[src/rtl/uir_pkg.sv]
package uir_pkg;
  localparam int NUM_MODEM = 4;
  localparam int NUM_ERR   = 4;
  localparam int NUM_SRC   = 4;
  localparam int ID_W      = 3;
  localparam int STAT_W    = 24;

  // enable bit positions
  localparam int EN_RX  = 0;
  localparam int EN_TX  = 1;
  localparam int EN_LS  = 2;
  localparam int EN_MS  = 3;

  // identifier codes
  localparam logic [ID_W-1:0] ID_MODEM   = 3'd0;
  localparam logic [ID_W-1:0] ID_TXSPACE = 3'd1;
  localparam logic [ID_W-1:0] ID_RXLEVEL = 3'd2;
  localparam logic [ID_W-1:0] ID_LINEERR = 3'd3;
  localparam logic [ID_W-1:0] ID_TIMEOUT = 3'd6;

  typedef struct packed {
    logic line_err;
    logic rx_level;
    logic rx_tmo;
    logic tx_space;
    logic modem;
  } src_req_t;
endpackage

[src/rtl/uir_sticky_flags.sv]
module uir_sticky_flags #(
  parameter int WIDTH = 4
) (
  input  logic             clk,
  input  logic             rst_n,
  input  logic [WIDTH-1:0] set_i,
  input  logic             clr_i,
  output logic [WIDTH-1:0] flags_o
);
  logic [WIDTH-1:0] flags_q, flags_d;

  // new events take precedence over a clearing read
  always_comb begin
    flags_d = clr_i ? set_i : (flags_q | set_i);
  end

  always_ff @(posedge clk or negedge rst_n) begin
    if (!rst_n) flags_q <= '0;
    else        flags_q <= flags_d;
  end

  assign flags_o = flags_q;
endmodule

[src/rtl/uir_modem_track.sv]
module uir_modem_track #(
  parameter int WIDTH = 4
) (
  input  logic             clk,
  input  logic             rst_n,
  input  logic [WIDTH-1:0] pins_i,
  input  logic             clr_i,
  output logic [WIDTH-1:0] level_o,
  output logic [WIDTH-1:0] delta_o
);
  logic [WIDTH-1:0] level_q;
  logic [WIDTH-1:0] change;

  always_comb begin
    change = pins_i ^ level_q;
  end

  always_ff @(posedge clk or negedge rst_n) begin
    if (!rst_n) level_q <= '0;
    else        level_q <= pins_i;
  end

  uir_sticky_flags #(.WIDTH(WIDTH)) u_delta (
    .clk     (clk),
    .rst_n   (rst_n),
    .set_i   (change),
    .clr_i   (clr_i),
    .flags_o (delta_o)
  );

  assign level_o = level_q;
endmodule

[src/rtl/uir_prio_enc.sv]
module uir_prio_enc
  import uir_pkg::*;
(
  input  src_req_t              req_i,
  input  logic [NUM_SRC-1:0]    en_i,
  output logic [ID_W-1:0]       id_o,
  output logic                  pend_n_o
);
  logic ls_act, rx_act, tx_act, ms_act;

  always_comb begin
    ls_act = req_i.line_err & en_i[EN_LS];
    rx_act = (req_i.rx_level | req_i.rx_tmo) & en_i[EN_RX];
    tx_act = req_i.tx_space & en_i[EN_TX];
    ms_act = req_i.modem & en_i[EN_MS];
    pend_n_o = 1'b0;
    id_o     = ID_MODEM;
    if (ls_act)       id_o = ID_LINEERR;
    else if (rx_act)  id_o = req_i.rx_level ? ID_RXLEVEL : ID_TIMEOUT;
    else if (tx_act)  id_o = ID_TXSPACE;
    else if (ms_act)  id_o = ID_MODEM;
    else              pend_n_o = 1'b1;
  end
endmodule

[src/rtl/uart_irq_ident.sv]
module uart_irq_ident
  import uir_pkg::*;
(
  input  logic                 clk,
  input  logic                 rst_n,
  input  logic [NUM_SRC-1:0]   irq_en,
  input  logic                 rx_level_hit,
  input  logic                 rx_char_timeout,
  input  logic                 tx_space_hit,
  input  logic                 rx_data_ready,
  input  logic                 rx_overrun,
  input  logic                 rx_parity_err,
  input  logic                 rx_frame_err,
  input  logic                 rx_break,
  input  logic                 tx_hold_empty,
  input  logic                 tx_shift_empty,
  input  logic                 rx_fifo_err,
  input  logic [NUM_MODEM-1:0] modem_in,
  input  logic                 status_rd,
  output logic [STAT_W-1:0]    status_word,
  output logic                 irq_n
);
  logic [NUM_ERR-1:0]   err_evt, err_q;
  logic [NUM_MODEM-1:0] mdm_lvl, mdm_dlt;
  src_req_t             req;
  logic [ID_W-1:0]      id;
  logic                 pend_n;
  logic [7:0]           line_byte, modem_byte;

  assign err_evt = {rx_break, rx_frame_err, rx_parity_err, rx_overrun};

  uir_sticky_flags #(.WIDTH(NUM_ERR)) u_err (
    .clk     (clk),
    .rst_n   (rst_n),
    .set_i   (err_evt),
    .clr_i   (status_rd),
    .flags_o (err_q)
  );

  uir_modem_track #(.WIDTH(NUM_MODEM)) u_mdm (
    .clk     (clk),
    .rst_n   (rst_n),
    .pins_i  (modem_in),
    .clr_i   (status_rd),
    .level_o (mdm_lvl),
    .delta_o (mdm_dlt)
  );

  always_comb begin
    req.line_err = |err_q;
    req.rx_level = rx_level_hit;
    req.rx_tmo   = rx_char_timeout;
    req.tx_space = tx_space_hit;
    req.modem    = |mdm_dlt;
  end

  uir_prio_enc u_enc (
    .req_i    (req),
    .en_i     (irq_en),
    .id_o     (id),
    .pend_n_o (pend_n)
  );

  always_comb begin
    line_byte  = {rx_fifo_err, tx_shift_empty, tx_hold_empty, err_q, rx_data_ready};
    modem_byte = {~mdm_lvl, mdm_dlt};
    status_word = {line_byte, modem_byte, 4'b0000, (pend_n ? 3'b000 : id), pend_n};
  end

  assign irq_n = pend_n;
endmodule


[config.mk]
export PLATFORM = sky130hd
export DESIGN_NAME = uart_irq_ident
export DESIGN_NICKNAME = d
export VERILOG_FILES = /design/src/rtl/uir_pkg.sv /design/src/rtl/uir_sticky_flags.sv /design/src/rtl/uir_modem_track.sv /design/src/rtl/uir_prio_enc.sv /design/src/rtl/uart_irq_ident.sv
export SDC_FILE = /design/constraint.sdc
export NUM_CORES = 1
export LEC_CHECK = 0
export BUFFER_PORTS_ARGS = -buffer_cell sky130_fd_sc_hd__buf_2
export CORE_AREA = 2 2 43 45
export DETAILED_ROUTE_END_ITERATION = 10
export DIE_AREA = 0 0 45 47
export PLACE_DENSITY = 0.72
export SLEW_MARGIN = 25
export SYNTH_ARGS = -nofsm -noshare
export SYNTH_HDL_FRONTEND = slang
export SYNTH_SLANG_ARGS = --single-unit
export TNS_END_PERCENT = 50
[constraint.sdc]
create_clock -name clk -period 1.6 [get_ports clk]
set_clock_uncertainty 0.2 [all_clocks]
set_input_delay 0.16 -clock clk [delete_from_list [all_inputs] [get_ports clk]]
set_output_delay 0.16 -clock clk [all_outputs]
set_load 0.1 [all_outputs]
Word level (Yosys, flattened, before mapping). Cells that the tools add are included.

Bits in registers: 12. Bits in latches: 0. Memory bits (writable): 0. Bits in read-only memories: 0. Output and inout port bits: 25. Memories kept: 0.

Add/sub/neg operators: 0. Multipliers: 0. Div/mod/pow operators: 0. $lt $le $gt $ge: 0. Eq/ne operators: 0. Shifts and indexed selects: 0. Mux-type cells: 11. Bitwise logic cells: 9. Reduce and logical (&&, ||, !) cells: 2.

Operators by type and width (count): $mux W3 (4); $mux W4 (2); $or A4 B4 Y4 (2); $reduce_or A4 Y1 (2); $mux W1 (5); $and A1 B1 Y1 (4); $not A4 Y4 (1); $xor A4 B4 Y4 (1); $or A1 B1 Y1 (1).

Longest topological paths before layout.
Word-level depth: 7. Gate-level depth with buffers: 3.

Cells and area by module. Synthesis repeated with hierarchy kept, for this count alone.

Cells, all modules: 52. Area, all modules: 571.8 um^2.

Modules (own cells, without submodules): uir_sticky_flags (times used 2, cells an instance 9, area each 133.9 um^2, sequential area each 100.1 um^2); uir_modem_track (times used 1, cells an instance 8, area each 135.1 um^2, sequential area each 100.1 um^2); uart_irq_ident (times used 1, cells an instance 19, area each 120.1 um^2, sequential area each 0.0 um^2); uir_prio_enc (times used 1, cells an instance 7, area each 48.8 um^2, sequential area each 0.0 um^2).

Worst setup path after synthesis. Ideal clock, no wire load.

Kind: reg2out. Start: reg u_err.flags_q[2], in the netlist u_err.flags_o[2]. End: out status_word[0]. Arrival time: 2.566 ns. Required time: 1.240 ns. Setup slack: -1.326 ns. Cell stages (with the launch flop): 4. Path buffers: 1. Cell sequence: dfrtp_1 > o41ai_4 > and4_1 > buf_4.

Word-level cells in the longest chain between the ends: 3.

RTL lines: start, declared (RTL line uir_sticky_flags.sv:10) `logic [WIDTH-1:0] flags_q, flags_d;`; start signal, assigned (RTL line uir_sticky_flags.sv:19) `else flags_q <= flags_d;`; $reduce_or A4 Y1 (RTL line uart_irq_ident.sv:50) `req.line_err = |err_q;`; $and A1 B1 Y1 (RTL line uir_prio_enc.sv:12) `ls_act = req_i.line_err & en_i[EN_LS];`; $mux W1 (RTL line uir_prio_enc.sv:18) `if (ls_act) id_o = ID_LINEERR;`; end, declared (RTL line uart_irq_ident.sv:20) `output logic [STAT_W-1:0] status_word,`.

Every way passes these cells.

Final worst setup path.
Start: reg u_err.flags_q[3], in the netlist u_err.flags_o[3]. End: out irq_n.

Word-level cells in the longest chain between the ends: 3.

RTL lines: $reduce_or A4 Y1 (RTL line uart_irq_ident.sv:50); $and A1 B1 Y1 (RTL line uir_prio_enc.sv:12); $mux W1 (RTL line uir_prio_enc.sv:18); end, declared (RTL line uart_irq_ident.sv:21) `output logic irq_n`.

Every way passes these cells.

==> metrics.md <==
| Metric | Value |
|---|---|
| Detailed-router iteration count before antenna repair | 1 |
| Type of the most critical hold path | primary input to async pin |
| First-pass GRT wire length | 1.918 mm |
| PnR Total Power | 989.3 uW |
| Antenna viol nets, final | 0 |
| Worst Path Required | 1.24 ns |
| Failing checks | negative setup slack |
| Cells after Synth | 48 |
| Buf/Inv on CP | 1 |
| # placed instances | 99 |
| Crit start category | flop |
| Top-Level Pins | 47 |
| Max VDD drop | 678.2 uV |
| Pre-CTS setup slack | -0.1532 ns |
| H-tree levels | 1 |
| CP max FO | 4 |
| Synth cell count leaders | dfrtp_1, buf_4, a21o_1, inv_1, xor2_1 |
| # nets final | 120 |
| Top FF cell, synth | dfrtp_1 |
| Syn Area/Cell | 11.86 sq um |
| Worst-path clk slew | 0.08 ns |
| Global placement routability congestion | 0.6259 |
| Hold Fails Final Rpt | 0 |
| Reg2reg end | u_err.flags_o[2] |
| Initial antenna violation count | 0 |
| Finished Layout Cells | 114 |
| RSZ-0062 raised after global routing | yes |
| Post-synth top area cell | dfrtp_1 |
| Pleak | 0.5078 nW |
| Area grow syn2layout | 72.31% |
| Sequential area share after synthesis | 52.75% |
| Period utilisation layout | 123.2% |
| Worst-Skew Late Latency | 0.27 ns |
| Die ar. | 0.002115 sq mm |
| Cell Area, Synth | 569.3 sq um |
| Die Span X | 45 microns |
| Routed Wire Length | 1.265 mm |
| Worst EP arrival | 1.61 ns |
| Vert. Die Dim | 47 microns |
| PnR worst setup slack | -0.3709 ns |
| RR Startpoint | u_err.flags_o[2] |
| Crit path largest cell delay | 0.43 ns |
| # setup viols final | 5 |
| Reg2reg setup slack | 0.46 ns |
| HPWL after detailed placement | 914 microns |
| Asr flop ratio synth | 100.0% |
| Slowest CP cell | dfrtp_2 |
| Max-cap violation count | 0 |
| Synth area leaders | dfrtp_1, buf_4, a21o_1 |
| Synth Register Bits | 12 |
| Status | finished with violations |
| Number of flops mapped to enable cells by yosys | 0 |
| Root buffer cell | clkbuf_4 |
| Core area | 0.001652 sq mm |
| Cts bufs inserted | 3 |
| Filler cell count | 139 |
| Most frequent cell after synthesis | dfrtp_1 |
| Top-area cell type share of the netlist area | 52.75% |
| Cell Chain, Critical Path | o41ai_4, and4_4, buf_12 |
| Cell family with most CP delay | flip-flops |
| Crit path time final | 1.971 ns |
| R2r worst-path depth | 2 |
| CTS tree | yes |
| Netlist cell types | 14 |
| Fin. max-slew vios | 0 |
| Clk buf depth | 2 |
| Diode count | 0 |
| Row Count | 15 |
| Crit path kind | flop to output pin |
| Total number of vias | 491 |
| Port Buffers | 34 |
| DR DRC count | 0 |
| Via-to-Cell Ratio | 4.307 |
| Avg WL per Cell | 11.10 microns |
| Iteration-0 DRC Markers | 0 |
| Fin util | 59.39% |
| Element type at the critical path end | output pin |
| Overall Global Routing Usage | 12.78% |
| Synth warnings | 0 |
| Layout cells sized above 1 | 58.76% |
| Via count of the first global-routing pass | 466 |
| Gr ovfl total | 0 |
| F_max | 0.5074 GHz |
| Power per Cell Area | 1009 mW/mm^2 |
| Initial core utilization | 34.47% |
| Largest net degree at the start of global routing | 13 |
| Num Clock Sinks | 12 |
[logic make-up (layout without fill, tap and decap cells)]
kind of cell	Yosys count	count (layout)	synth area share, %
AOI/OAI and AO/OA	13	13	20.22
xor gates and xnor gates	4	4	6.153
buffers and inverters	14	60	15.16
DFF	12	12	52.75
other	1	4	0.6587
and+or+nand+nor	4	4	5.055
[stage by stage]
step | TNS, ns | hold WS (ns) | cell area, sq um
4_1_cts | -1.647 | 0.08272 | 965.9
5_1_grt | -2.011 | 0.1149 | 980.9
6_report | -1.624 | 0.09863 | 980.9
2_1_floorplan | -2.730 | -0.3356 | 600.6
3_5_place_dp | -0.5469 | -0.1475 | 829.5
3_3_place_gp | -0.4013 | -0.1567 | 829.5
[worst register-to-register path, stage by stage (launching register included)]
cell,delay [ns]
dfrtp_4,0.49
buf_4,0.15
a21o_2,0.20
[worst max path at each step]
| stage | start | to | slack [ns] | cells past startpoint |
|---|---|---|---|---|
| after floorplan | u_err.flags_o[2] | status_word[3] | -0.71 | 2 |
| after global placement | u_err.flags_o[2] | irq_n | -0.13 | 3 |
| after detailed placement | u_err.flags_o[2] | status_word[0] | -0.15 | 3 |
| after CTS | u_err.flags_o[3] | status_word[0] | -0.40 | 3 |
| after global routing | u_err.flags_o[3] | irq_n | -0.44 | 3 |
| final | u_err.flags_o[3] | irq_n | -0.37 | 3 |
[area by class of cell]
cell class | count | area [sq um] | area share (%)
clock buffers | 4 | 26.28 | 2.679
inverters | 5 | 18.77 | 1.913
multi-input cells | 25 | 210.2 | 21.43
flip-flops and latches | 12 | 311.5 | 31.76
well taps | 17 | 21.27 | 2.168
repair buffers | 51 | 392.9 | 40.05
[placed cells by master (no fill, tap or decap)]
cell type,netlist,layout
buf_6,0,2
and4_4,0,1
buf_12,0,4
buf_2,0,28
o41ai_4,1,1
clkbuf_1,0,1
o21ai_1,2,2
dlygate4sd3_1,0,9
o21a_1,1,1
buf_4,9,8
nand2_1,2,2
a21o_2,1,1
dfrtp_4,0,1
clkbuf_4,0,3
inv_1,5,5
xor2_1,4,4
dfrtp_1,12,5
o41ai_2,0,1
a21o_1,7,7
nor3b_4,0,1
dfrtp_2,0,6
conb_1,1,4
[sequential cells by signal, indices dropped and copies added, names as in the netlist]
name,flops
u_mdm.u_delta.flags_o,4
u_err.flags_o,4
u_mdm.level_o,4
[metal layers]
| metal | track usage (%) | wire length [microns] | vias to the layer above |
|---|---|---|---|
| met3 | 2.692 | 110 | 0 |
| li1 | - | - | 242 |
| met5 | 0 | 0 | - |
| met2 | 21.14 | 656 | 26 |
| met1 | 15.63 | 499 | 223 |
| met4 | 7.059 | 0 | 0 |
[timing repair]
| item | in CTS | in global routing |
|---|---|---|
| setup endpoints to repair | 5 | 5 |
| setup buffers | 1 | 1 |
| pin swaps | 2 | 0 |
| hold endpoints to repair | 20 | 0 |
| hold buffers | 9 | 0 |
| gates cloned | 0 | 0 |
| gates resized for setup | 4 | 1 |
[where the power goes]
group          total (mW)  leakage [nW]  internal [mW]  switching [mW]
Sequential          0.351         0.128          0.330          0.0208
Combinational       0.444         0.365          0.115           0.329
Clock               0.194        0.0150         0.0964          0.0980
Total               0.989         0.508          0.542           0.447
Note: power is estimated with default switching activity, not from simulation.
